**config.mk**
```make
export PLATFORM = sky130hd
export DESIGN_NAME = link_pm_ctrl
export DESIGN_NICKNAME = d
export VERILOG_FILES = /design/src/rtl/link_pm_ctrl.sv
export SDC_FILE = /design/constraint.sdc
export NUM_CORES = 1
export LEC_CHECK = 0
export CAP_MARGIN = 20
export CORE_ASPECT_RATIO = 0.6
export CORE_UTILIZATION = 30
export CTS_CLUSTER_SIZE = 25
export DETAILED_ROUTE_END_ITERATION = 10
export PLACE_DENSITY = 0.61
export SYNTH_ARGS = -nofsm -noshare
export SYNTH_HDL_FRONTEND = slang
export SYNTH_SLANG_ARGS = --single-unit
```
**constraint.sdc**
```tcl
create_clock -name clk -period 4.3 [get_ports clk]
set_input_delay 0.86 -clock clk [delete_from_list [all_inputs] [get_ports clk]]
set_output_delay 0.86 -clock clk [all_outputs]
set_load 0.02 [all_outputs]
```
**src/rtl/link_pm_ctrl.sv**
```systemverilog
module link_pm_ctrl #(
  parameter int PRIM_W  = 3,
  parameter int TMO_W   = 16,
  parameter int ACK_MIN = 4
) (
  input  logic              clk,
  input  logic              rst_n,
  input  logic [PRIM_W-1:0] rx_prim,
  input  logic              pm_req_wr,
  input  logic              pm_req_mode,
  input  logic              resume_wr,
  input  logic [1:0]        pm_mask,
  input  logic [TMO_W-1:0]  tmo_limit,
  input  logic              wake_det,
  input  logic              phy_ready,
  output logic [PRIM_W-1:0] tx_prim,
  output logic              phy_partial,
  output logic              phy_slumber,
  output logic              phy_wake
);
  localparam logic [PRIM_W-1:0] C_IDLE = PRIM_W'(0);
  localparam logic [PRIM_W-1:0] C_REQP = PRIM_W'(1);
  localparam logic [PRIM_W-1:0] C_REQS = PRIM_W'(2);
  localparam logic [PRIM_W-1:0] C_ACK  = PRIM_W'(3);
  localparam logic [PRIM_W-1:0] C_NAK  = PRIM_W'(4);
  localparam logic [TMO_W-1:0]  ACK_LAST = TMO_W'(ACK_MIN - 1);

  typedef enum logic [2:0] {S_ACT, S_LREQ, S_PACK, S_LOW, S_WAKE} st_t;

  st_t              st;
  logic             mode;
  logic             nak;
  logic [TMO_W-1:0] cnt;
  logic [TMO_W:0]   cnt_nx;

  wire peer_p   = (rx_prim == C_REQP);
  wire peer_s   = (rx_prim == C_REQS);
  wire peer_req = peer_p | peer_s;
  wire peer_blk = (peer_p & pm_mask[0]) | (peer_s & pm_mask[1]);

  assign cnt_nx = {1'b0, cnt} + 1'b1;

  always_ff @(posedge clk) begin
    if (!rst_n) begin
      st   <= S_ACT;
      mode <= 1'b0;
      nak  <= 1'b0;
      cnt  <= '0;
    end else begin
      nak <= 1'b0;
      case (st)
        S_ACT: begin
          if (pm_req_wr) begin
            st   <= S_LREQ;
            mode <= pm_req_mode;
            cnt  <= '0;
          end else if (peer_req) begin
            if (peer_blk) nak <= 1'b1;
            else begin
              st   <= S_PACK;
              mode <= peer_s;
              cnt  <= '0;
            end
          end
        end
        S_LREQ: begin
          if (rx_prim == C_ACK) st <= S_LOW;
          else if (cnt_nx >= {1'b0, tmo_limit}) st <= S_ACT;
          else cnt <= cnt_nx[TMO_W-1:0];
        end
        S_PACK: begin
          if (cnt == ACK_LAST) st <= S_LOW;
          else cnt <= cnt_nx[TMO_W-1:0];
        end
        S_LOW:  if (resume_wr | wake_det) st <= S_WAKE;
        S_WAKE: if (phy_ready) st <= S_ACT;
        default: st <= S_ACT;
      endcase
    end
  end

  assign tx_prim = nak            ? C_NAK :
                   (st == S_LREQ) ? (mode ? C_REQS : C_REQP) :
                   (st == S_PACK) ? C_ACK : C_IDLE;

  assign phy_partial = (st == S_LOW) & ~mode;
  assign phy_slumber = (st == S_LOW) &  mode;
  assign phy_wake    = (st == S_WAKE);
endmodule


```
## Word level (Yosys, flattened, before mapping)

Index checks and enable logic that the tools add are counted.

| operators by class | value |
|---|---|
| add/sub/neg operators | 1 |
| magnitude comparators | 1 |
| equality and inequality tests | 18 |
| mux-type cells | 24 |
| bitwise operators | 11 |
| reduce and logical (&&, ||, !) cells | 7 |

Operator list:

| kind | number |
|---|---|
| $mux W16 | 6 |
| $pmux W16 S3 | 1 |
| $mux W3 | 9 |
| $add A16 B1 Y17 const B | 1 |
| $ge A17 B16 Y1 | 1 |
| $eq A16 B2 Y1 const B | 1 |
| $pmux W3 S5 | 1 |
| $ne A2 B2 Y1 const B | 7 |
| $eq A3 B2 Y1 const B | 4 |
| $reduce_and A6 Y1 | 2 |
| $ne A3 B3 Y1 const B | 3 |
| $eq A3 B1 Y1 const B | 2 |
| $mux W2 | 3 |
| $and A1 B1 Y1 | 4 |
| $mux W1 | 4 |
| $not A1 Y1 | 4 |
| $reduce_or A4 Y1 | 1 |
| $eq A3 B3 Y1 const B | 1 |
| $logic_not A3 Y1 | 1 |
| $or A1 B1 Y1 | 3 |
| $reduce_and A3 Y1 | 1 |
| $reduce_bool A3 Y1 | 1 |
| $reduce_bool A2 Y1 | 1 |

| storage, ports and cells | value |
|---|---|
| register bits after elaboration | 21 |
| input port bits | 28 |
| output and inout port bits | 6 |

## Depth between registers and ports, before layout

| depth | value |
|---|---|
| word-level depth | 7 |
| gate-level depth with buffers | 15 |
| gate-level depth less buffers | 12 |

## Worst setup path after synthesis

No wires, ideal clock.

| timing path | value |
|---|---|
| path kind | flip-flop to flip-flop |
| start | register cnt[0] |
| end | register cnt[3] |
| library setup time | 0.117 ns |
| data arrival time | 2.839 ns |
| required time | 4.183 ns |
| setup slack | 1.343 ns |
| cell stages (with the launch flop) | 14 |
| buffers on the path | 2 |
| cell sequence | dfxtp_1 > ha_1 > and3_2 > nand4_1 > xnor2_1 > ha_1 > nand3_1 > nor2_1 > o41ai_1 > and4_4 > buf_6 > buf_2 > o21ai_0 > a32o_1 |

| between the ends | value |
|---|---|
| word-level cells in the longest chain between the ends | 4 |
| elaborated cells between the ends (all ways) | 10 |
| those cells by class | add/sub: 1; order compare: 1; eq/ne: 3; mux: 4; reduce/logical: 1 |

RTL lines:

| element | line | RTL |
|---|---|---|
| start: declaration | 33 | `logic [TMO_W-1:0] cnt;` |
| start signal: assignment | 69 | `else cnt <= cnt_nx[TMO_W-1:0];` |
| start signal: assignment | 73 | `else cnt <= cnt_nx[TMO_W-1:0];` |
| $add A16 B1 Y17 | 41 | `assign cnt_nx = {1'b0, cnt} + 1'b1;` |
| $ge A17 B16 Y1 or $mux W16 (tied branches) | 68 | `else if (cnt_nx >= {1'b0, tmo_limit}) st <= S_ACT;` |
| $ne A2 B2 Y1 (no source line) or $mux W16 (tied branches) | n/a |  |
| $reduce_and A6 Y1 (no source line) or $pmux W16 S3 (tied branches) | n/a |  |

Parallel ways exist; a longest one is shown, timed or not. The select of a mux whose other input is x is not followed.
A chain may end at the register's enable or synchronous reset.

## Final worst setup path

| timing path | value |
|---|---|
| start | register cnt[4] |
| end | register cnt[15] |

The elaborated chain is that of the path after synthesis.

==> results.py <==
metrics = {
    "outcome": {
        "outcome": "finished, final reports clean",
    },
    "worst_setup_path": {
        "cp-end-kind": "flip-flop",
        "crit_arrival_ps": 3670,
        "r2r_end": "cnt[15]$_SDFFE_PN0P_",
        "reg2reg_depth": 12,
        "rrSetupSlack_ps": 750,
        "start_kind": "flip-flop",
        "worstSetupPathType": "flip-flop to flip-flop",
        "worst-path-max-fanout": 8,
        "worstPathRequired_ps": 4430,
        "r2r-start": "cnt[4]$_SDFFE_PN0P_",
    },
    "final_layout": {
        "area_growth_pct": 22.2,
        "diodes": 0,
        "final_nets": 355,
        "final_layout_size_suffix_gt1_frac": 0.0421,
        "nFillCells": 642,
    },
    "clock_network": {
        "post_cts_buffers": 0,
        "ctsLongestPathBuffers": 2,
        "cts_tree": "built",
        "cts_resized": 0,
        "h-tree-depth": 1,
        "clock_latency_ps": 260,
        "cts_hold_buf": 0,
        "clock-sinks": 21,
        "numCtsBuffers": 3,
        "clockRootBuffer": "clkbuf_16",
        "path_clk_slew_ps": 60,
    },
    "grt": {
        "grt.overflow.total": 0,
        "grt_pass1_wl_um": 9530,
        "grt_pass1_vias": 1874,
        "antenna_found_initial": 0,
        "grt_max_degree": 25,
        "grt_usage": 0.169,
    },
    "yosys": {
        "synth-main-ff-cell": "dfxtp_1",
        "netlist_area_sq_um": 2050,
        "synth_area_leaders": "dfxtp_1 21%, ha_1 10%, nand2_1 5.9%, nor2_1 5.3%, xnor2_1 4.3%",
        "synth_cells": 285,
        "yosysWarnings": 0,
        "synth_top_cell_area_share": 0.205,
        "ys_types": 48,
        "synth.most_common_cell": "nand2_1",
        "synth-seq-cells": 21,
        "synth_fp_nets": 330,
        "yosys-top-cells-count": "32 x nand2_1, 29 x nor2_1, 23 x inv_1, 21 x dfxtp_1, 17 x ha_1",
        "avgSynthCellArea_sq_um": 7.18,
        "synth_edf_count": 0,
        "synth_seq_area_share": 0.205,
        "synthArstFlopShare": 0,
        "synth_top_area_cell": "dfxtp_1",
    },
    "sta": {
        "rsz0062_at_grt": "no",
        "fin_crit_ps": 3550,
        "whs_ps": 516,
        "fin_ws_ps": 755,
        "worstMarginPinSlew_ps": 899,
        "fin_crit_sh": 0.825,
        "fin_skew_ps": 2.84,
        "slew_headroom": 0.394,
        "hold_viol": 0,
        "fmax_mhz": 282,
        "drv_slew": 0,
        "setup_viol": 0,
        "tns_ps": 0,
    },
    "drt": {
        "num_vias": 2103,
        "finalWirelength_um": 5660,
        "wl_per_cell_um": 14.4,
        "drt-vias-per-instance": 5.35,
        "first_pass_iters": 5,
        "ant_nets": 0,
        "post-route-drc-count": 0,
        "drt_iter0_markers": 130,
    },
    "power": {
        "p_comb_frac": 0.497,
        "clkPwrFrac": 0.230,
        "swShare": 0.422,
        "p_leak_nw": 1.03,
        "vdd_drop_max_mv": 0.207,
        "p_int_mw": 0.518,
        "p_sw_mw": 0.378,
        "p_seq_frac": 0.273,
        "power-per-cell-area_nw_per_um2": 358,
    },
    "floorplan": {
        "fp.coreArea_sq_um": 6360,
        "rows": 22,
        "fp.dieH_um": 66.0,
        "die-area_sq_um": 7170,
        "start_util": 0.322,
        "die_x_um": 109,
        "ios": 34,
    },
    "placed_design": {
        "pre_cts_slack_ps": 702,
        "port_buffers": 33,
        "gp_congestion": 0.862,
        "dp_hpwl_um": 4330,
    },
    "worst_hold_path": {
        "hp-class": "flip-flop to flip-flop",
        "hp-start": "cnt[7]$_SDFFE_PN0P_",
        "hold_path_end": "cnt[7]$_SDFFE_PN0P_",
        "hold-path-cell-count": 2,
    },
    "job": {
        "cap_violations": 0,
    },
}
[placed cells by master (no fill, tap or decap), types with 2 or more instances in the layout]
| cell | Yosys | layout |
|---|---|---|
| a211oi_1 | 4 | 4 |
| a21o_1 | 2 | 2 |
| a21oi_1 | 15 | 15 |
| a31oi_1 | 6 | 6 |
| and2_1 | 3 | 3 |
| and3_1 | 2 | 2 |
| and4_1 | 2 | 2 |
| buf_4 | 1 | 5 |
| clkbuf_16 | 0 | 3 |
| clkdlybuf4s50_1 | 0 | 33 |
| dfxtp_1 | 21 | 21 |
| ha_1 | 17 | 17 |
| inv_1 | 23 | 23 |
| mux2i_1 | 7 | 7 |
| nand2_1 | 32 | 32 |
| nand2b_1 | 2 | 2 |
| nand3_1 | 13 | 13 |
| nand4_1 | 8 | 8 |
| nor2_1 | 29 | 29 |
| nor2b_1 | 2 | 2 |
| nor3_1 | 10 | 10 |
| nor4_1 | 5 | 5 |
| nor4b_1 | 2 | 2 |
| o21a_1 | 2 | 2 |
| o21ai_0 | 14 | 14 |
| o2bb2ai_1 | 2 | 2 |
| o311ai_0 | 7 | 7 |
| o41ai_1 | 2 | 2 |
| or3_1 | 5 | 5 |
| xnor2_1 | 10 | 10 |
| xor2_1 | 4 | 4 |
[layer usage]
metal  up-vias  global-route usage  part of all wire
met1       953               0.269              0.53
met5         -                   0                 0
li1       1072                   -                 -
met2        78               0.236              0.39
met3         0              0.0315             0.075
met4         0              0.0118                 0
[layout make-up]
cell class              instances  area [sq um]  share of cell area
clock buffers                   4          78.8              0.0315
inverters                      23          86.3              0.0345
flip-flops and latches         21           420               0.168
repair buffers                 38           368               0.147
well taps                      84           105              0.0420
multi-input cells             223          1440               0.577
[critical path: stages (launching register included)]
cell and delay (ps):
dfxtp_1 470, and4_1 390, nand3_1 280, nor2_1 210, xor2_1 210, ha_1 260
nand3_1 100, nor2_1 60, o41ai_1 340, buf_4 180, a41oi_1 320, o311ai_0 450
o21ai_0 140
[sequential cells by signal (all words and copies together) (netlist names)]
register / count
st: 3
mode: 1
cnt: 16
nak: 1
[per-stage QoR]
step | instances | total power [mW] | instance area [sq um] | util
2_1_floorplan | 285 | 0.547 | 2050 | -
3_3_place_gp | 389 | 0.692 | 2420 | 0.381
3_5_place_dp | 389 | 0.688 | 2420 | 0.381
4_1_cts | 393 | 0.895 | 2500 | 0.394
5_1_grt | 393 | 0.961 | 2500 | 0.394
6_report | 393 | 0.895 | 2500 | 0.394
[how the worst max path moves through the flow]
stage                      endpoint                 from
5_1_grt        cnt[10]$_SDFFE_PN0P_  cnt[4]$_SDFFE_PN0P_
4_1_cts        cnt[15]$_SDFFE_PN0P_  cnt[4]$_SDFFE_PN0P_
3_3_place_gp    cnt[2]$_SDFFE_PN0P_         tmo_limit[3]
2_1_floorplan   cnt[3]$_SDFFE_PN0P_  cnt[0]$_SDFFE_PN0P_
6_report       cnt[15]$_SDFFE_PN0P_  cnt[4]$_SDFFE_PN0P_
3_5_place_dp   cnt[15]$_SDFFE_PN0P_         tmo_limit[3]
[power groups by stage]
stage          Combinational (mW)  Sequential, mW  Clock, mW
3_3_place_gp                0.446           0.246          0
4_1_cts                     0.442           0.244      0.210
6_report                    0.445           0.244      0.206
2_1_floorplan               0.322           0.225          0
5_1_grt                     0.497           0.248      0.215
3_5_place_dp                0.440           0.248          0
[cell families (layout without fill, tap and decap cells)]
family | Yosys count | count (layout) | synth area share
multiplexers | 7 | 7 | 0.0342
AND/OR/NAND/NOR | 122 | 122 | 0.300
adder cells (fa/ha/maj) | 17 | 17 | 0.104
XOR/XNOR | 14 | 14 | 0.0599
AO/OA/AOI/OAI | 63 | 63 | 0.208
flip-flops | 21 | 21 | 0.205
buffers and inverters | 41 | 65 | 0.0892
(Power assumes the default switching activity.)
